**config.mk**
```make
export PLATFORM = sky130hd
export DESIGN_NAME = logic_capture_front
export DESIGN_NICKNAME = d
export VERILOG_FILES = /design/src/rtl/lcap_pkg.sv /design/src/rtl/lcap_divider.sv /design/src/rtl/lcap_trigger.sv /design/src/rtl/lcap_packer.sv /design/src/rtl/lcap_ms_timer.sv /design/src/rtl/logic_capture_front.sv
export SDC_FILE = /design/constraint.sdc
export NUM_CORES = 1
export LEC_CHECK = 0
export ABC_AREA = 1
export BUFFER_PORTS_ARGS = -buffer_cell sky130_fd_sc_hd__buf_2
export CORE_MARGIN = 3
export CORE_UTILIZATION = 55
export CTS_CLUSTER_DIAMETER = 100
export DETAILED_ROUTE_END_ITERATION = 8
export PLACE_DENSITY = 0.86
export SLEW_MARGIN = 20
export SYNTH_ARGS = -nofsm -noshare
export SYNTH_HDL_FRONTEND = slang
export SYNTH_HIERARCHICAL = 1
export SYNTH_SLANG_ARGS = --single-unit
```
**constraint.sdc**
```tcl
create_clock -name clk_i -period 2.8 [get_ports clk_i]
set_clock_uncertainty 0.15 [all_clocks]
set_input_delay 0.56 -clock clk_i [delete_from_list [all_inputs] [get_ports clk_i]]
set_output_delay 0.56 -clock clk_i [all_outputs]
set_load 0.02 [all_outputs]
```
**src/rtl/lcap_pkg.sv**
```systemverilog
package lcap_pkg;
  localparam logic [31:0] TEST_WORD = 32'h1234_5678;

  localparam logic [2:0] A_CHEN   = 3'd0;
  localparam logic [2:0] A_DIV    = 3'd1;
  localparam logic [2:0] A_TRIG   = 3'd2;
  localparam logic [2:0] A_CTRL   = 3'd3;
  localparam logic [2:0] A_COUNT  = 3'd4;
  localparam logic [2:0] A_MEMCTL = 3'd5;
  localparam logic [2:0] A_WPTR   = 3'd6;
  localparam logic [2:0] A_DUR    = 3'd7;

  localparam int CTRL_ARM   = 2;
  localparam int CTRL_CLR   = 3;
  localparam int MEM_PRST   = 0;
  localparam int MEM_WMODE  = 1;

  typedef enum logic [1:0] {S_IDLE, S_ARMED, S_RUN} cap_state_e;
endpackage

```
**src/rtl/lcap_divider.sv**
```systemverilog
module lcap_divider #(
  parameter int DIV_W = 24
) (
  input  logic             clk_i,
  input  logic             rst_ni,
  input  logic [DIV_W-1:0] reload_i,
  input  logic             restart_i,
  output logic             tick_o
);
  logic [DIV_W-1:0] cnt_q;

  assign tick_o = (cnt_q == '0);

  always_ff @(posedge clk_i or negedge rst_ni) begin
    if (!rst_ni)            cnt_q <= '0;
    else if (restart_i)     cnt_q <= '0;
    else if (cnt_q == '0)   cnt_q <= reload_i;
    else                    cnt_q <= cnt_q - 1'b1;
  end
endmodule

```
**src/rtl/lcap_trigger.sv**
```systemverilog
module lcap_trigger #(
  parameter int NUM_CH = 16
) (
  input  logic              clk_i,
  input  logic              rst_ni,
  input  logic              tick_i,
  input  logic [NUM_CH-1:0] smp_i,
  input  logic [NUM_CH-1:0] value_i,
  input  logic [NUM_CH-1:0] edge_i,
  input  logic [NUM_CH-1:0] mask_i,
  output logic              fire_o
);
  logic [NUM_CH-1:0] prev_q;
  logic [NUM_CH-1:0] hit;

  // edge channels also need the previous sample to differ from the value
  assign hit    = ~(smp_i ^ value_i) & (~edge_i | (prev_q ^ value_i));
  assign fire_o = &(~mask_i | hit);

  always_ff @(posedge clk_i or negedge rst_ni) begin
    if (!rst_ni)     prev_q <= '0;
    else if (tick_i) prev_q <= smp_i;
  end
endmodule

```
**src/rtl/lcap_packer.sv**
```systemverilog
module lcap_packer #(
  parameter int NUM_CH   = 16,
  parameter int MEM_AW   = 18,
  parameter int CNT_W    = 19,
  parameter int CNT_INIT = 0
) (
  input  logic                clk_i,
  input  logic                rst_ni,
  input  logic                store_i,
  input  logic [NUM_CH-1:0]   smp_i,
  input  logic                clr_half_i,
  input  logic                ptr_rst_i,
  input  logic                cnt_load_i,
  input  logic [CNT_W-1:0]    cnt_val_i,
  output logic                mem_we_o,
  output logic [MEM_AW-1:0]   mem_addr_o,
  output logic [2*NUM_CH-1:0] mem_wdata_o,
  output logic [MEM_AW-1:0]   wr_ptr_o,
  output logic [CNT_W-1:0]    cnt_left_o,
  output logic                half_o,
  output logic                last_o
);
  logic [NUM_CH-1:0] lo_q;
  logic              half_q;
  logic [MEM_AW-1:0] ptr_q;
  logic [CNT_W-1:0]  cnt_q;
  logic              word_done;

  assign word_done  = store_i & half_q;
  assign last_o     = word_done & (cnt_q == CNT_W'(1));
  assign wr_ptr_o   = ptr_q;
  assign cnt_left_o = cnt_q;
  assign half_o     = half_q;

  always_ff @(posedge clk_i or negedge rst_ni) begin
    if (!rst_ni) begin
      lo_q        <= '0;
      half_q      <= 1'b0;
      mem_we_o    <= 1'b0;
      mem_addr_o  <= '0;
      mem_wdata_o <= '0;
    end else begin
      mem_we_o <= word_done;
      if (clr_half_i) begin
        half_q <= 1'b0;
      end else if (store_i) begin
        if (!half_q) begin
          lo_q   <= smp_i;
          half_q <= 1'b1;
        end else begin
          half_q      <= 1'b0;
          mem_wdata_o <= {smp_i, lo_q};
          mem_addr_o  <= ptr_q;
        end
      end
    end
  end

  always_ff @(posedge clk_i or negedge rst_ni) begin
    if (!rst_ni) begin
      ptr_q <= '0;
      cnt_q <= CNT_W'(CNT_INIT);
    end else begin
      if (ptr_rst_i)      ptr_q <= '0;
      else if (word_done) ptr_q <= ptr_q + 1'b1;
      if (cnt_load_i)                       cnt_q <= cnt_val_i;
      else if (word_done && cnt_q != '0)    cnt_q <= cnt_q - 1'b1;
    end
  end
endmodule

```
**src/rtl/lcap_ms_timer.sv**
```systemverilog
module lcap_ms_timer #(
  parameter int MS_CYCLES = 100000,
  parameter int DUR_W     = 32
) (
  input  logic             clk_i,
  input  logic             rst_ni,
  input  logic             run_i,
  input  logic             clr_i,
  output logic [DUR_W-1:0] dur_o
);
  localparam int PW = (MS_CYCLES > 2) ? $clog2(MS_CYCLES) : 1;

  logic [PW-1:0] pre_q;

  always_ff @(posedge clk_i or negedge rst_ni) begin
    if (!rst_ni) begin
      pre_q <= '0;
      dur_o <= '0;
    end else if (clr_i) begin
      pre_q <= '0;
      dur_o <= '0;
    end else if (run_i) begin
      if (pre_q == PW'(MS_CYCLES - 1)) begin
        pre_q <= '0;
        dur_o <= dur_o + 1'b1;
      end else begin
        pre_q <= pre_q + 1'b1;
      end
    end
  end
endmodule

```
**src/rtl/logic_capture_front.sv**
```systemverilog
module logic_capture_front #(
  parameter int NUM_CH    = 16,
  parameter int MEM_AW    = 18,
  parameter int DIV_W     = 24,
  parameter int MS_CYCLES = 100000
) (
  input  logic                clk_i,
  input  logic                rst_ni,
  input  logic [NUM_CH-1:0]   ch_i,
  input  logic                reg_we_i,
  input  logic [2:0]          reg_addr_i,
  input  logic [31:0]         reg_wdata_i,
  output logic [31:0]         reg_rdata_o,
  output logic                mem_we_o,
  output logic [MEM_AW-1:0]   mem_addr_o,
  output logic [2*NUM_CH-1:0] mem_wdata_o
);
  import lcap_pkg::*;

  localparam int CNT_W     = MEM_AW + 1;
  localparam int STOP_INIT = (1 << MEM_AW) - 5;

  cap_state_e        state_q;
  logic [NUM_CH-1:0] chen_q, tval_q, tedge_q, tmask_q;
  logic [DIV_W-1:0]  div_q;
  logic              mem_wmode_q;

  logic              ctrl_wr, tick_s, fire_s, store_s, last_s, half_s;
  logic              armed_s, run_s, cnt_zero_s;
  logic [NUM_CH-1:0] smp_s;
  logic [MEM_AW-1:0] wptr_s;
  logic [CNT_W-1:0]  cnt_s;
  logic [31:0]       dur_s;
  logic [6:0]        status_s;

  assign ctrl_wr    = reg_we_i && (reg_addr_i == A_CTRL);
  assign smp_s      = ch_i & chen_q;
  assign armed_s    = (state_q == S_ARMED);
  assign run_s      = (state_q == S_RUN);
  assign cnt_zero_s = (cnt_s == '0);
  assign store_s    = tick_s && mem_wmode_q && !cnt_zero_s && !ctrl_wr &&
                      (run_s || (armed_s && fire_s));

  always_ff @(posedge clk_i or negedge rst_ni) begin
    if (!rst_ni) begin
      chen_q      <= '1;
      div_q       <= '0;
      tval_q      <= '0;
      tedge_q     <= '0;
      tmask_q     <= '0;
      mem_wmode_q <= 1'b0;
    end else if (reg_we_i) begin
      case (reg_addr_i)
        A_CHEN:   chen_q      <= reg_wdata_i[NUM_CH-1:0];
        A_DIV:    div_q       <= reg_wdata_i[DIV_W-1:0];
        A_TRIG: begin
          tedge_q <= reg_wdata_i[16 +: NUM_CH];
          tval_q  <= reg_wdata_i[NUM_CH-1:0];
        end
        A_CTRL:   tmask_q     <= reg_wdata_i[16 +: NUM_CH];
        A_MEMCTL: mem_wmode_q <= reg_wdata_i[MEM_WMODE];
        default: ;
      endcase
    end
  end

  always_ff @(posedge clk_i or negedge rst_ni) begin
    if (!rst_ni) begin
      state_q <= S_IDLE;
    end else if (ctrl_wr) begin
      state_q <= reg_wdata_i[CTRL_ARM] ? S_ARMED : S_IDLE;
    end else begin
      case (state_q)
        S_ARMED: if (tick_s && fire_s) state_q <= cnt_zero_s ? S_IDLE : S_RUN;
        S_RUN:   if (last_s || cnt_zero_s) state_q <= S_IDLE;
        default: ;
      endcase
    end
  end

  lcap_divider #(.DIV_W(DIV_W)) u_div (
    .clk_i, .rst_ni,
    .reload_i (div_q),
    .restart_i(reg_we_i && reg_addr_i == A_DIV),
    .tick_o   (tick_s)
  );

  lcap_trigger #(.NUM_CH(NUM_CH)) u_trig (
    .clk_i, .rst_ni,
    .tick_i (tick_s),
    .smp_i  (smp_s),
    .value_i(tval_q),
    .edge_i (tedge_q),
    .mask_i (tmask_q),
    .fire_o (fire_s)
  );

  lcap_packer #(.NUM_CH(NUM_CH), .MEM_AW(MEM_AW), .CNT_W(CNT_W), .CNT_INIT(STOP_INIT)) u_pack (
    .clk_i, .rst_ni,
    .store_i    (store_s),
    .smp_i      (smp_s),
    .clr_half_i (ctrl_wr),
    .ptr_rst_i  (reg_we_i && reg_addr_i == A_MEMCTL && reg_wdata_i[MEM_PRST]),
    .cnt_load_i (reg_we_i && reg_addr_i == A_COUNT),
    .cnt_val_i  (reg_wdata_i[CNT_W-1:0]),
    .mem_we_o,
    .mem_addr_o,
    .mem_wdata_o,
    .wr_ptr_o   (wptr_s),
    .cnt_left_o (cnt_s),
    .half_o     (half_s),
    .last_o     (last_s)
  );

  lcap_ms_timer #(.MS_CYCLES(MS_CYCLES), .DUR_W(32)) u_ms (
    .clk_i, .rst_ni,
    .run_i(run_s),
    .clr_i(ctrl_wr && reg_wdata_i[CTRL_CLR]),
    .dur_o(dur_s)
  );

  assign status_s = {!cnt_zero_s, run_s, !half_s, 1'b0, armed_s, 1'b0, half_s};

  always_comb begin
    case (reg_addr_i)
      A_CHEN:   reg_rdata_o = 32'(chen_q);
      A_DIV:    reg_rdata_o = 32'(div_q);
      A_TRIG:   reg_rdata_o = TEST_WORD;
      A_CTRL:   reg_rdata_o = 32'(status_s);
      A_COUNT:  reg_rdata_o = 32'(cnt_s);
      A_MEMCTL: reg_rdata_o = {30'b0, mem_wmode_q, 1'b0};
      A_WPTR:   reg_rdata_o = 32'(wptr_s);
      default:  reg_rdata_o = dur_s;
    endcase
  end
endmodule

```
After elaboration in Yosys (flattened, before gate mapping)
Cells that the tools add are included.

Multipliers: 0. Bitwise logic cells: 13. Div/mod/pow operators: 0. Mux-type cells: 22. Magnitude comparators: 0. Shift-type cells: 0. Add/subtract/negate cells: 5. Reduce and logical (&&, ||, !) cells: 38. Equality and inequality tests: 12.

Operator list (count): 32-bit one-hot mux with 7 select lines (1); 32-bit two-way mux (3); 17-bit two-way mux (3); 24-bit two-way mux (2); 16-bit inverter (3); 19-bit two-way mux (2); 18-bit two-way mux (2); 32-bit by 1-bit adder with 32-bit output (second input constant) (1); 16-bit AND (2); 16-bit OR (2); 16-bit XOR (2); 24-bit logical NOT (1); 24-bit by 1-bit subtractor with 24-bit output (second input constant) (1); 19-bit by 1-bit equality test with 1-bit output (second input constant) (1); 19-bit logical NOT (1); 19-bit nonzero test (1); 19-bit by 1-bit subtractor with 19-bit output (second input constant) (1); 18-bit by 1-bit adder with 18-bit output (second input constant) (1); 17-bit by 1-bit adder with 17-bit output (second input constant) (1); 17-bit equality test (second input constant) (1); 16-bit AND reduction (1); 1-bit logical AND (13); 2-bit AND reduction (6); 2-bit nonzero test (5); 16 further kinds (33).

Bits in latches: 0. Output and inout bits: 83. Memory bits (writable): 0. ROM bits: 0. Bits in registers: 285. Memories: 0. Input bits: 54.

Depth between registers and ports, before layout
Gate-level depths: netlist of run 1.

Depth in word-level cells: 15. Mapped depth: 24. Depth with buffers taken out: 24.

Hierarchy
Netlist of run 1, hierarchy kept.

By module, submodules not included: lcap_packer (seq. area each 2648.8 um^2, cells each 634, times used 1, area an instance 5012.3 um^2); logic_capture_front (seq. area each 2297.2 um^2, cells each 599, times used 1, area an instance 4574.4 um^2); lcap_ms_timer (seq. area each 1226.2 um^2, cells each 564, times used 1, area an instance 3429.5 um^2); lcap_divider (seq. area each 600.6 um^2, cells each 263, times used 1, area an instance 1710.4 um^2); lcap_trigger (seq. area each 400.4 um^2, cells each 178, times used 1, area an instance 1079.8 um^2).

Worst setup path after synthesis of run 1
No wires, ideal clock.

Path type: register -> register. From: register u_div.cnt_q[8]. To: register state_q[0]. Cell stages (with the launch flop): 21. Path buffers: 0. Data arrival time: 2502 ps. Path slack: 31 ps. Required time: 2533 ps. Setup time: 117 ps. Path through: dfrtp_1 > nor2_4 > nand2_2 > nor2_2 > nand3_2 > inv_1 > nand4_1 > nand2_1 > nand4_1 > inv_1 > nand2_2 > inv_2 > nand4_1 > nor4b_1 > inv_1 > nand3_2 > inv_2 > nand2_1 > nand2_1 > nand2_1 > nand2_1.

Cells in the longest elaborated chain, start to end: 10. Elaborated cells between the ends (all ways): 12. Those cells by class: eq/ne (2); bitwise (2); reduce/logical (8).

Ends and longest elaborated chain: start: declaration (line lcap_divider.sv:10) `logic [DIV_W-1:0] cnt_q;`; start signal: assignment (line lcap_divider.sv:17) `else if (cnt_q == '0) cnt_q <= reload_i;`; start signal: assignment (line lcap_divider.sv:18) `else cnt_q <= cnt_q - 1'b1;`; 24-bit logical NOT (line lcap_divider.sv:12) `assign tick_o = (cnt_q == '0);`; via tick_s (line logic_capture_front.sv:28) `logic ctrl_wr, tick_s, fire_s, store_s, last_s, half_s;`; 1-bit logical AND (4 in series) (line logic_capture_front.sv:41) `assign store_s = tick_s && mem_wmode_q && !cnt_zero_s && !ctrl_wr &&`; via store_s (line logic_capture_front.sv:28); 1-bit AND (line lcap_packer.sv:29) `assign word_done = store_i & half_q;`; via u_pack.word_done (line lcap_packer.sv:27) `logic word_done;`; 1-bit AND (line lcap_packer.sv:30) `assign last_o = word_done & (cnt_q == CNT_W'(1));`; via last_s (line logic_capture_front.sv:28); 1-bit logical OR (line logic_capture_front.sv:75) `S_RUN: if (last_s || cnt_zero_s) state_q <= S_IDLE;`; 3-bit by 2-bit != test with 1-bit output (no line); 3-bit AND reduction (no line); end signal: assignment (line logic_capture_front.sv:71) `state_q <= reg_wdata_i[CTRL_ARM] ? S_ARMED : S_IDLE;`; end signal: assignment (line logic_capture_front.sv:74) `S_ARMED: if (tick_s && fire_s) state_q <= cnt_zero_s ? S_IDLE : S_RUN;`; end: declaration (line logic_capture_front.sv:23) `cap_state_e state_q;`.

The timed path passes the listed nets, and every way through them passes these cells. A chain may end at the register's enable or synchronous reset.

Worst setup path after layout of run 1
From: register chen_q[11]. To: register state_q[0].

Cells in the longest elaborated chain, start to end: 14. Elaborated cells between the ends (all ways): 16. Those cells by class: eq/ne (2); bitwise (7); reduce/logical (7).

Ends and longest elaborated chain: start: declaration (line logic_capture_front.sv:24) `logic [NUM_CH-1:0] chen_q, tval_q, tedge_q, tmask_q;`; start signal: assignment (line logic_capture_front.sv:54) `A_CHEN: chen_q <= reg_wdata_i[NUM_CH-1:0];`; 16-bit AND * (line logic_capture_front.sv:37) `assign smp_s = ch_i & chen_q;`; via smp_s[11] (line logic_capture_front.sv:30) `logic [NUM_CH-1:0] smp_s;`; 16-bit XOR * (line lcap_trigger.sv:17) `assign hit = ~(smp_i ^ value_i) & (~edge_i | (prev_q ^ value_i));`; 16-bit inverter * (line lcap_trigger.sv:17); 16-bit AND * (line lcap_trigger.sv:17); 16-bit OR * (line lcap_trigger.sv:18) `assign fire_o = &(~mask_i | hit);`; 16-bit AND reduction * (line lcap_trigger.sv:18); via fire_s (line logic_capture_front.sv:28); 1-bit logical AND (line logic_capture_front.sv:42) `(run_s || (armed_s && fire_s));`; 1-bit logical OR (line logic_capture_front.sv:42); 1-bit logical AND (line logic_capture_front.sv:41); 1-bit AND (line lcap_packer.sv:29); 1-bit AND (line lcap_packer.sv:30); 1-bit logical OR (line logic_capture_front.sv:75); 3-bit by 2-bit != test with 1-bit output (no line); 3-bit AND reduction (no line) *.

The timed path passes the listed nets; every way through them passes the cells marked *.

==> results of run 1 <==
-- what timing repair did --
action | 4_1_cts | 5_1_grt
setup buffers | 8 | 13
pin swaps | 3 | 36
hold endpoints to repair | 58 | 0
setup endpoints to repair | 44 | 101
hold buffers | 1 | 0
gates cloned | 0 | 3
gates resized for setup | 5 | 83
-- Yosys cell counts (all sizes together) --
cell type and number:
nand2 795, nor2 289, inv 283, dfrtp 252, o21ai 211, nand3 169, buf 42, nand4 39
dfstp 33, a21oi 28, clkbuf 26, nor3 19, xor2 10, ha 7, or2 6, xnor2 6
nand3b 5, o21bai 4, a22o 3, nor3b 3, a31oi 2, o22ai 2, a221oi 1, mux2i 1
nor4b 1, o2111ai 1
-- worst paths after layout --
kind                                  startpoint                    end  slack, ns  depth (start not counted)
setup / recovery                      chen_q[11]             state_q[0]      -0.15                         21
hold / removal                   reg_wdata_i[18]  u_pack/cnt_left_o[18]        0.1                          3
setup reg to reg                      chen_q[11]             state_q[0]      -0.15                         21
hold reg to reg            u_pack/mem_wdata_o[0]  u_pack/mem_wdata_o[0]       0.31                          2
max in group asynchronous                 rst_ni  u_pack/cnt_left_o[14]       1.31                          3
min in group asynchronous                 rst_ni             tedge_q[8]       0.40                          2
-- worst max-delay path, stage by stage (launching register included) --
cell     delay, ns
dfstp_2       0.57
nand2_2       0.07
inv_2         0.09
nand3_2       0.07
nand3_2       0.07
nand2_2       0.07
nor2_2        0.12
nand2_1       0.08
nor2_2        0.16
nand4_1       0.12
buf_4         0.15
buf_4         0.12
buf_4         0.12
buf_4         0.12
buf_4         0.12
buf_4         0.12
buf_4         0.13
buf_4         0.13
nand3_2       0.08
nand2_2       0.08
nand2_2       0.06
nand2_1       0.05
-- kinds of logic (layout without fill, tap and decap cells) --
family / Yosys count / after routing / synth area share
adders and majority gates: 7 / 7 / 0.00554
DFF: 285 / 285 / 0.454
and+or+nand+nor: 1326 / 1327 / 0.355
xor gates and xnor gates: 16 / 16 / 0.00887
other: 0 / 1 / 0
AOI/OAI and AO/OA: 252 / 252 / 0.0862
buffers and inverters: 351 / 595 / 0.0904
muxes: 1 / 1 / 0.000633
-- power groups by stage --
stage	clock, mW	sequential (mW)	combinational, mW
final	4.41	5.52	3.46
after detailed placement	0	5.52	3.23
after global routing	4.63	5.57	3.86
after CTS	4.45	5.47	3.27
after global placement	0	5.51	3.13
after floorplan	0	5.30	2.26
-- final cells by class --
| type | instances | area (sq um) |
|---|---|---|
| Multi-Input combinational cell | 1603 | 7460 |
| Clock inverter | 14 | 203 |
| Antenna cell | 1 | 2.50 |
| Tap cell | 378 | 473 |
| Sequential cell | 285 | 7170 |
| Inverter | 283 | 1060 |
| Timing Repair Buffer | 254 | 1730 |
| Fill cell | 2326 | 9080 |
| Clock buffer | 44 | 905 |
-- registers in the layout, indices dropped and copies added (netlist names) --
| signal | cells |
|---|---|
| mem_wmode_q | 1 |
| u_ms/pre_q | 17 |
| tmask_q | 16 |
| u_div/cnt_q | 24 |
| state_q | 2 |
| u_trig/prev_q | 16 |
| u_pack/mem_we_o | 1 |
| tval_q | 16 |
| tedge_q | 16 |
| u_pack/wr_ptr_o | 18 |
| u_pack/lo_q | 16 |
| u_pack/mem_addr_o | 18 |
| u_pack/half_o | 1 |
| u_pack/cnt_left_o | 19 |
| u_pack/mem_wdata_o | 32 |
| div_q | 24 |
| chen_q | 16 |
| u_ms/dur_o | 32 |
-- per-layer routing --
metal	global-route usage	up-vias	part of all wire
met4	0.132	0	0.050
met2	0.510	848	0.47
met5	0	-	0
li1	-	7466	-
met1	0.413	7527	0.39
met3	0.0514	179	0.086
==> summary.md, run 1 <==
| Metric | Value |
|---|---|
| Status | finished with violations |
| Failing checks | negative setup slack |
| Area delta synth->final | 20.3% |
| Crit path required time | approximately 3.1 ns |
| Final-report hold violation count | 0 |
| Die area | ~30,000 sq um |
| Largest net degree at the start of global routing | 77 |
| DRC | 0 |
| Power share of the clock group | 0.329 |
| Total GRT Usage | 0.312 |
| Fin cells | between 2,000 and 3,000 |
| Slew Limit Headroom | 0.445 |
| Sequential share of the synthesized area | 0.454 |
| Synth Cell Area | 15,800 sq um |
| Worst vdd ir | 0.444 mV |
| Ys Warns | 6 |
| Final core utilization | 0.677 |
| Num rows | slightly above 60 |
| Die Wd | 176 um |
| Sequential Power Share | 0.412 |
| PD cells | slightly above 700 nW/um^2 |
| 1st-iter DRT viols | a little over 2,000 |
| Synth Area per Inst | 7.06 sq um |
| Critical Path End Type | flip-flop |
| Vias in the first global route | 14,700 |
| Nets | 2,519 |
| Post-DP HPWL | roughly 36,000 um |
| Number of synthesized register bits | 285 |
| Initial core utilization | 0.563 |
| Synthesized Nets | ~2,300 |
| RSZ-0062 raised after global routing | yes |
| Design Area, Final | 19,000 sq um |
| Fin Setup TNS | -2.18 ns |
| GRT overflow | 0 |
| Placed Instances | 2,778 |
| Setup ws final | -0.154 ns |
| Critical path class | flip-flop to flip-flop |
| Placed cell areas | about 17,000 sq um |
| Top cells by area, synth | dfrtp_1 40%, nand2_1 18%, inv_1 6.4% |
| LEAKAGE | just under 10 nW |
| Switching share of power | 0.352 |
| Worst path arrival time | ~3.3 ns |
| Core area | 28,100 sq um |
| Vias per cell | 5.60 |
| # port buffers | between 100 and 150 |
| DRT antenna net count | 0 |
| Hold crit path type | input pin to flip-flop |
| Least-Margin Pin Slew | 0.829 ns |
| First-pass GRT wire length | between 70,000 and 80,000 um |
| Routed vias | about 16,000 |
| Max clock buf depth | 3 |
| Tot Pwr | 13.4 mW |
| Period utilization | 1.05 |
| Routed WL per cell | about 18 um |
| F_max | between 0.3 and 0.4 GHz |
| Yosys top cell area share | 0.399 |
| Startpoint types | flip-flop |
| Initial antenna violation count | 1 |
| TritonRoute pass-1 iters | 6 |
| Post-synth cell types | 42 |
| Clock transition at path regs | 0.06 ns |
| Gate Count Post-Synth | about 2,200 |
| Final WL | 50,600 um |
| Commonest non-fill, non-tap cell in the layout | nand2_1 |
| Int Pwr | 8.67 mW |
| Worst-path fanout max | 4 |
| Root buf cell | clkbuf_16 |
| Clk Latency, worst-skew pair | between 0.5 and 0.6 ns |
| Layout cell share with drive strength beyond 1 | 0.199 |
| Cell taking the most area after synthesis | dfrtp_1 |
| CTS tree | built |
| Combinational power share | 0.258 |
| Min Tclk post-route | 2.95 ns |
| Final Wtd Congestion | slightly above 1 |
| Ports | 137 |
| CTS sink cnt | 285 |
| P_sw | between 4 and 5 mW |
| Setup Viol. Count Final | 58 |
| CTS buffer count | 31 |
| Max-Cap Viols | 0 |
| Number of slew-limit violations in the final report | 0 |
| Die Height | approximately 180 um |
| Hold_ws | approximately 0.096 ns |
| H-tree depth | 1 |
| DP Worst Slack | -0.306 ns |
| Commonest non-fill, non-tap cells in the layout | 758 x nand2_1, 261 x nor2_1, 253 x inv_1, 252 x dfrtp_1, 140 x nand3_1 |
No activity file was read; power rests on OpenSTA's default activity.
==> run 2, diff against run 1 <==
--- a/config.mk
+++ b/config.mk
@@ -11,7 +11,7 @@
 export CORE_UTILIZATION = 55
 export CTS_CLUSTER_DIAMETER = 100
 export DETAILED_ROUTE_END_ITERATION = 8
-export PLACE_DENSITY = 0.86
+export PLACE_DENSITY = 0.82
 export SLEW_MARGIN = 20
 export SYNTH_ARGS = -nofsm -noshare
 export SYNTH_HDL_FRONTEND = slang
==> summary.md, run 2 (synthesis results as in run 1) <==
| Metric | Value |
|---|---|
| Clock transition at path regs | 0.06 ns (about the same) |
| Total GRT Usage | 0.320 (+0.00876) |
| F_max | 0.319 GHz (-5.7%) |
| Setup ws final | -0.334 ns (-0.180 ns) |
| Vias in the first global route | 15,100 (+2.8%) |
| Crit path required time | 3.10 ns (-0.03 ns) |
| Least-Margin Pin Slew | 0.875 ns (+0.0466 ns) |
| Critical path class | flip-flop to flip-flop |
| Endpoint, Worst Hold | tmask_q[9] |
| Num rows | 61 (unchanged) |
| DP Worst Slack | -0.400 ns (-0.0939 ns) |
| DRC | 0 (unchanged) |
| Startpoint types | flip-flop |
| Routed vias | 16,100 (+0.44%) |
| Slew Limit Headroom | 0.414 (-0.0312) |
| Design Area, Final | 19,000 sq um (-0.24%) |
| Final WL | 51,100 um (+1.1%) |
| Die Height | 176 um (unchanged) |
| Initial antenna violation count | 4 (+3) |
| Clk Latency, worst-skew pair | 0.57 ns (-0.02 ns) |
| Setup Viol. Count Final | 43 (-26%) |
| # port buffers | 136 (unchanged) |
| Status | finished with violations |
| Worst path slowest cell | dfstp_2 |
| Max clock buf depth | 3 (unchanged) |
| Layout cell share with drive strength beyond 1 | 0.199 (about the same) |
| Critical path depth in cells | 25 (+19%) |
| CTS buffer count | 31 (unchanged) |
| Root buf cell | clkbuf_16 |
| Crit path max-delay family | simple AND/OR/NAND/NOR gates |
| Vias per cell | 5.62 (+0.44%) |
| PD cells | 704 nW/um^2 (about the same) |
| CP bufs+invs | 6 (-3) |
| DRT antenna net count | 0 (unchanged) |
| Largest net degree at the start of global routing | 65 (-16%) |
| CTS sink cnt | 285 (unchanged) |
| Critical Path End Type | flip-flop |
| Core area | 28,100 sq um (unchanged) |
| Worst path arrival time | 3.43 ns (+0.15 ns) |
| HP Start | reg_wdata_i[25] |
| LEAKAGE | 9.88 nW (-0.30%) |
| R2r worst-path depth | 25 (+19%) |
| Biggest regs | u_ms/dur_o: 32 flops, u_pack/mem_wdata_o: 32 flops |
| Final Wtd Congestion | 1.03 (-0.12%) |
| Reg-to-Reg Start | chen_q[12] |
| RSZ-0062 raised after global routing | yes |
| Reg2Reg Setup Slack | -0.33 ns (-0.18 ns) |
| Worst-path fanout max | 3 (-1) |
| Commonest non-fill, non-tap cells in the layout | 762 x nand2_1, 257 x nor2_1, 252 x dfrtp_1, 251 x inv_1, 142 x nand3_1 |
| Min Tclk post-route | 3.13 ns (+0.180 ns) |
| Crit path largest cell delay | 0.40 ns (-0.17 ns) |
| Placed cell areas | 17,300 sq um (-0.50%) |
| First-pass GRT wire length | 79,500 um (+2.9%) |
| Failing checks | negative setup slack |
| Max-Cap Viols | 0 (unchanged) |
| Worst vdd ir | 0.500 mV (+12%) |
| Die Wd | 176 um (unchanged) |
| Nets | 2,517 (-0.079%) |
| Routed WL per cell | 17.9 um (+1.1%) |
| H-tree depth | 1 (unchanged) |
| Ports | 137 (unchanged) |
| Hold crit path type | input pin to flip-flop |
| Initial core utilization | 0.563 (unchanged) |
| Period utilization | 1.12 (+0.0643) |
| TritonRoute pass-1 iters | 6 (unchanged) |
| Area delta synth->final | 20.0% |
| Die area | 30,800 sq um (unchanged) |
| Fill count | 2,386 (+2.6%) |
| Tot Pwr | 13.3 mW (-0.33%) |
| Hold path depth | 3 (unchanged) |
| GRT overflow | 0 (unchanged) |
| Commonest non-fill, non-tap cell in the layout | nand2_1 |
| Number of slew-limit violations in the final report | 0 (unchanged) |
| CTS tree | built |
| Final-report hold violation count | 0 (unchanged) |
| Post-DP HPWL | 36,800 um (+2.2%) |
| 1st-iter DRT viols | 1,834 (-9.0%) |
| Critical R2R Capture | state_q[0] |
==> run 2: changes by cell type in the layout (fill, tap and decap cells not counted), sizes merged <==
| cell | change |
|---|---|
| inv | -1 |
| clkinv | -2 |
| buf | -2 |
| bufinv | -1 |
| nand2 | -1 |
| diode | +2 |
| clkinvlp | +3 |
| clkbuf | +2 |
==> run 2: layout make-up <==
class,count,area (sq um),area share
Sequential cell,285,7170,0.378
Tap cell,378,473,0.0249
Inverter,283,1060,0.0560
Multi-Input combinational cell,1602,7440,0.392
Clock buffer,45,928,0.0490
Timing Repair Buffer,253,1720,0.0906
Clock inverter,13,165,0.00871
Antenna cell,3,7.51,0.000396
==> run 2: worst reg2reg max path, cell delays in order, from the launching register on <==
cell,delay [ns]
dfstp_2,0.40
nand2_2,0.08
inv_2,0.05
buf_4,0.13
nor2_2,0.09
nand2_1,0.09
nand3_2,0.08
nand2_1,0.06
nor2_1,0.13
nand2_2,0.08
nor2_4,0.10
nand4_1,0.12
nand2_1,0.10
nand4_1,0.12
inv_2,0.09
nand2_2,0.06
inv_2,0.09
nand4_1,0.15
nor4b_2,0.39
inv_1,0.09
nand3_2,0.10
inv_2,0.04
nand2_2,0.06
nand2_2,0.06
nand2_1,0.06
nand2_1,0.06
==> run 2: stage by stage <==
step / TNS, ns / std cells / hold WS, ns / utilization
2_1_floorplan: 0 / 2238 / 0.114 / -
5_1_grt: -10.70 / 2862 / 0.114 / 0.675
3_3_place_gp: -5.85 / 2768 / 0.302 / 0.617
3_5_place_dp: -9.79 / 2768 / 0.311 / 0.617
6_report: -1.68 / 2862 / 0.116 / 0.675
4_1_cts: -0.159 / 2851 / 0.103 / 0.665
==> run 2: routing by layer <==
| metal | vias to the layer above | GRT usage | share of wire |
|---|---|---|---|
| met1 | 7559 | 0.416 | 0.39 |
| met4 | 2 | 0.152 | 0.053 |
| li1 | 7447 | - | - |
| met3 | 189 | 0.0651 | 0.094 |
| met5 | - | 0 | 0.00037 |
| met2 | 894 | 0.517 | 0.46 |
==> run 2: worst max-delay path by stage <==
stage,from,to
finish,chen_q[12],state_q[0]
CTS,chen_q[6],state_q[1]
floorplan,u_div/cnt_q[8],state_q[0]
global placement,ch_i[9],state_q[1]
global route,chen_q[12],state_q[0]
detailed placement,ch_i[9],state_q[0]
==> run 2: power breakdown <==
part	internal [mW]	switching, mW
Clock	2.58	1.74
Sequential	4.82	0.696
Combinational	1.25	2.26
==> run 2: repair_timing <==
action                     in CTS  in global routing
setup buffers                  24                  7
hold endpoints to repair       49                  0
hold buffers                    1                  0
setup endpoints to repair      59                104
gates resized for setup        25                 57
pin swaps                      20                 35
gates cloned                    0                  3
==> run 3, diff against run 2 <==
--- a/config.mk
+++ b/config.mk
@@ -7,13 +7,15 @@
 export LEC_CHECK = 0
 export ABC_AREA = 1
 export BUFFER_PORTS_ARGS = -buffer_cell sky130_fd_sc_hd__buf_2
+export CELL_PAD_IN_SITES_DETAIL_PLACEMENT = 0
+export CELL_PAD_IN_SITES_GLOBAL_PLACEMENT = 1
 export CORE_MARGIN = 3
-export CORE_UTILIZATION = 55
+export CORE_UTILIZATION = 40
 export CTS_CLUSTER_DIAMETER = 100
 export DETAILED_ROUTE_END_ITERATION = 8
-export PLACE_DENSITY = 0.82
+export GPL_TIMING_DRIVEN = 0
+export PLACE_DENSITY = 0.81
 export SLEW_MARGIN = 20
 export SYNTH_ARGS = -nofsm -noshare
 export SYNTH_HDL_FRONTEND = slang
-export SYNTH_HIERARCHICAL = 1
 export SYNTH_SLANG_ARGS = --single-unit
==> summary.md, run 3 <==
| Metric | Value |
|---|---|
| Vias in the first global route | 13,000 (-14%) |
| Vias per cell | 5.49 (-2.4%) |
| ANT cells | 0 (-3) |
| Period utilization | 1.01 (-0.108) |
| 1st-iter DRT viols | 1,243 (-32%) |
| CTS tree | built |
| First-pass GRT wire length | 75,500 um (-5.0%) |
| GRT overflow | 0 (unchanged) |
| Critical Path End Type | output port |
| TritonRoute pass-1 iters | 6 (unchanged) |
| LEAKAGE | 8.47 nW (-14%) |
| Wire length on met2 | 21,300 um (-9.7%) |
| Tot Pwr | 14.0 mW (+5.3%) |
| Crit path largest cell delay | 0.31 ns (-0.09 ns) |
| Async S/R FF share, synth | 1.00 (unchanged) |
| Core area | 35,100 sq um (+25%) |
| Cell taking the most area after synthesis | dfrtp_1 |
| Failing checks | negative setup slack |
| Design Area, Final | 17,500 sq um (-7.9%) |
| DRT antenna net count | 0 (unchanged) |
| PD cells | 804 nW/um^2 (+14%) |
| Synth Cell Area | 14,400 sq um (-8.8%) |
| Commonest non-fill, non-tap cells in the layout | 477 x nand2_1, 252 x dfrtp_1, 220 x o21ai_0, 188 x inv_1, 146 x buf_2 |
| Worst path arrival time | 2.12 ns (-1.31 ns) |
| Sequential share of the synthesized area | 0.498 (+0.0438) |
| Clock transition at path regs | 0.06 ns (about the same) |
| Number of synthesized register bits | 285 (unchanged) |
| Die area | 38,300 sq um (+24%) |
| Met3 WL | 3870 um (-19%) |
| Nets | 2,072 (-18%) |
| Ports | 137 (unchanged) |
| Min Tclk post-route | 2.83 ns (-0.303 ns) |
| Routed WL per cell | 19.5 um (+9.4%) |
| Worst-path fanout max | 10 (+7) |
| Max clock buf depth | 3 (unchanged) |
| Gate Count Post-Synth | 1,816 (-19%) |
| Synth Area per Inst | 7.94 sq um (+12%) |
| Num rows | 68 (+11%) |
| Number of flops mapped to enable cells by yosys | 0 (unchanged) |
| Final Wtd Congestion | 0.943 (-8.5%) |
| Least-Margin Pin Slew | 0.733 ns (-0.143 ns) |
| Biggest regs | u_ms.dur_o: 32 flops, u_pack.mem_wdata_o: 32 flops |
| Clk Latency, worst-skew pair | 0.52 ns (-0.05 ns) |
| Ys Warns | 0 (-6) |
| Slew Limit Headroom | 0.512 (+0.0975) |
| Reg2Reg Setup Slack | 0.16 ns (+0.49 ns) |
| Placed cell areas | 15,800 sq um (-9.0%) |
| Layout cell share with drive strength beyond 1 | 0.173 (-0.0256) |
| Top sig layer | met4 |
| Post-synth cell types | 46 (+9.5%) |
| Area delta synth->final | 21.2% |
| Crit path max-delay family | buffers and inverters |
| CTS buffer count | 34 (+9.7%) |
| Synth top cells by count | 486 x nand2_1, 252 x dfrtp_1, 223 x o21ai_0, 194 x inv_1, 111 x nor2_1 |
| Final-report hold violation count | 0 (unchanged) |
| Synthesized Nets | 1,878 (-18%) |
| Setup Viol. Count Final | 1 (-98%) |
| Routed vias | 13,600 (-15%) |
| Top cells by area, synth | dfrtp_1 44%, nand2_1 13%, o21ai_0 7.7% |
| Max-Cap Viols | 0 (unchanged) |
| Total GRT Usage | 0.250 (-0.0698) |
| Largest net degree at the start of global routing | 90 (+38%) |
| Worst vdd ir | 0.565 mV (+13%) |
| Commonest non-fill, non-tap cell in the layout | nand2_1 |
| Startpoint types | input pin |
| Number of slew-limit violations in the final report | 0 (unchanged) |
| Metal-1 WL | 21,900 um (+9.7%) |
| H-tree depth | 2 (+1) |
| F_max | 0.353 GHz (+11%) |
| Final WL | 48,600 um (-4.9%) |
| Die Wd | 196 um (+12%) |
| Yosys top cell area share | 0.438 (+0.0385) |
| Top_reg_cell synth | dfrtp_1 |
| Count leader, synth | nand2_1 |
| Initial core utilization | 0.411 (-0.152) |
| Post-DP HPWL | 36,700 um (-0.18%) |
| Worst path slowest cell | a221oi_1 |
| Crit path required time | 2.09 ns (-1.01 ns) |
| DRC | 0 (unchanged) |
| CTS sink cnt | 285 (unchanged) |
| Hold crit path type | input pin to flip-flop |
| CP bufs+invs | 3 (-3) |
| RSZ-0062 raised after global routing | yes |
| Die Height | 196 um (+12%) |
| Root buf cell | clkbuf_16 |
| Critical path class | input pin to output port |
| Initial antenna violation count | 0 (-4) |
| Setup ws final | -0.0313 ns (+0.303 ns) |
| Crit-path cells | buf_2 -> nor2_1 -> nand2_1 -> clkbuf_4 -> nor2_1 -> a221oi_1 -> o2111ai_1 -> buf_2 |
| Status | finished with violations |
| # port buffers | 136 (unchanged) |
[run 3: cell count changes after synthesis, sizes merged, moves of 14 or more]
cell    change
a21oi      +17
clkbuf     +21
o21ai      +56
nand3      -87
buf        -20
o31ai      +19
a221oi     +14
xor2       +26
nor2      -170
nand2     -304
inv        -81
nor3       +26
[run 3: cells by family (layout without fill, tap and decap cells)]
group                    after synthesis  after routing  synth area share
AND/OR/NAND/NOR                      815            815             0.243
AO/OA/AOI/OAI                        394            394             0.151
flip-flops                           285            285             0.498
buffers and inverters                273            490            0.0762
XOR/XNOR                              41             41            0.0249
adder cells (fa/ha/maj)                8              8           0.00694
[run 3: tightest hold or removal path, delay by kind of cell]
| family | cells | cell delay (ns) |
|---|---|---|
| AOI/OAI and AO/OA | 1 | 0.08 |
| buffers and inverters | 2 | 0.14 |
[run 3: per-stage QoR]
| stage | instances | hold WS, ns | setup WS [ns] | util | TNS (ns) |
|---|---|---|---|---|---|
| after floorplan | 1816 | 0.114 | 0.0953 | - | 0 |
| after global placement | 2407 | 0.299 | -4.43 | 0.447 | -1201.98 |
| after detailed placement | 2410 | 0.299 | -0.831 | 0.449 | -15.24 |
| after CTS | 2474 | 0.146 | -0.0000844 | 0.491 | -0.0000844 |
| after global routing | 2488 | 0.159 | -0.0516 | 0.498 | -0.135 |
| final | 2488 | 0.161 | -0.0313 | 0.498 | -0.0313 |
[run 3: worst paths after layout]
| kind | end | from | cells after the start |
|---|---|---|---|
| max in group asynchronous | u_ms.pre_q[7] | rst_ni | 4 |
| min in group asynchronous | u_pack.mem_wdata_o[13] | rst_ni | 2 |
| setup / recovery | reg_rdata_o[2] | reg_addr_i[1] | 8 |
| hold / removal | tedge_q[12] | reg_wdata_i[28] | 3 |
| setup reg to reg | u_div.cnt_q[21] | u_div.cnt_q[0] | 9 |
| hold reg to reg | u_div.cnt_q[0] | u_div.cnt_q[0] | 1 |
[run 3: area by class of cell]
class / instances / area, sq um
fillers: 3423 / 17600
flip-flops and latches: 285 / 7170
multi-input cells: 1258 / 6470
clock buffers: 49 / 1020
repair buffers: 159 / 941
inverters: 204 / 779
well taps: 455 / 569
plain buffers: 68 / 360
clock inverters: 10 / 153
[run 3: power by group]
group / leakage (nW) / internal (mW) / switching (mW)
registers: 3.57 / 5.02 / 0.840
clock network: 0.570 / 2.81 / 1.79
logic: 4.32 / 1.30 / 2.29
[run 3: layer usage]
metal / vias to the layer above / track usage
met5: - / 0
met4: 0 / 0.0768
met3: 80 / 0.0505
met2: 560 / 0.385
met1: 6575 / 0.358
li1: 6432 / -
[run 3: what timing repair did]
item,4_1_cts,5_1_grt
gates resized for setup,59,36
endpoints found under the setup margin,31,125
pin swaps,10,15
buffers inserted,5,14
endpoints found under the hold margin,43,0
hold buffers,1,0
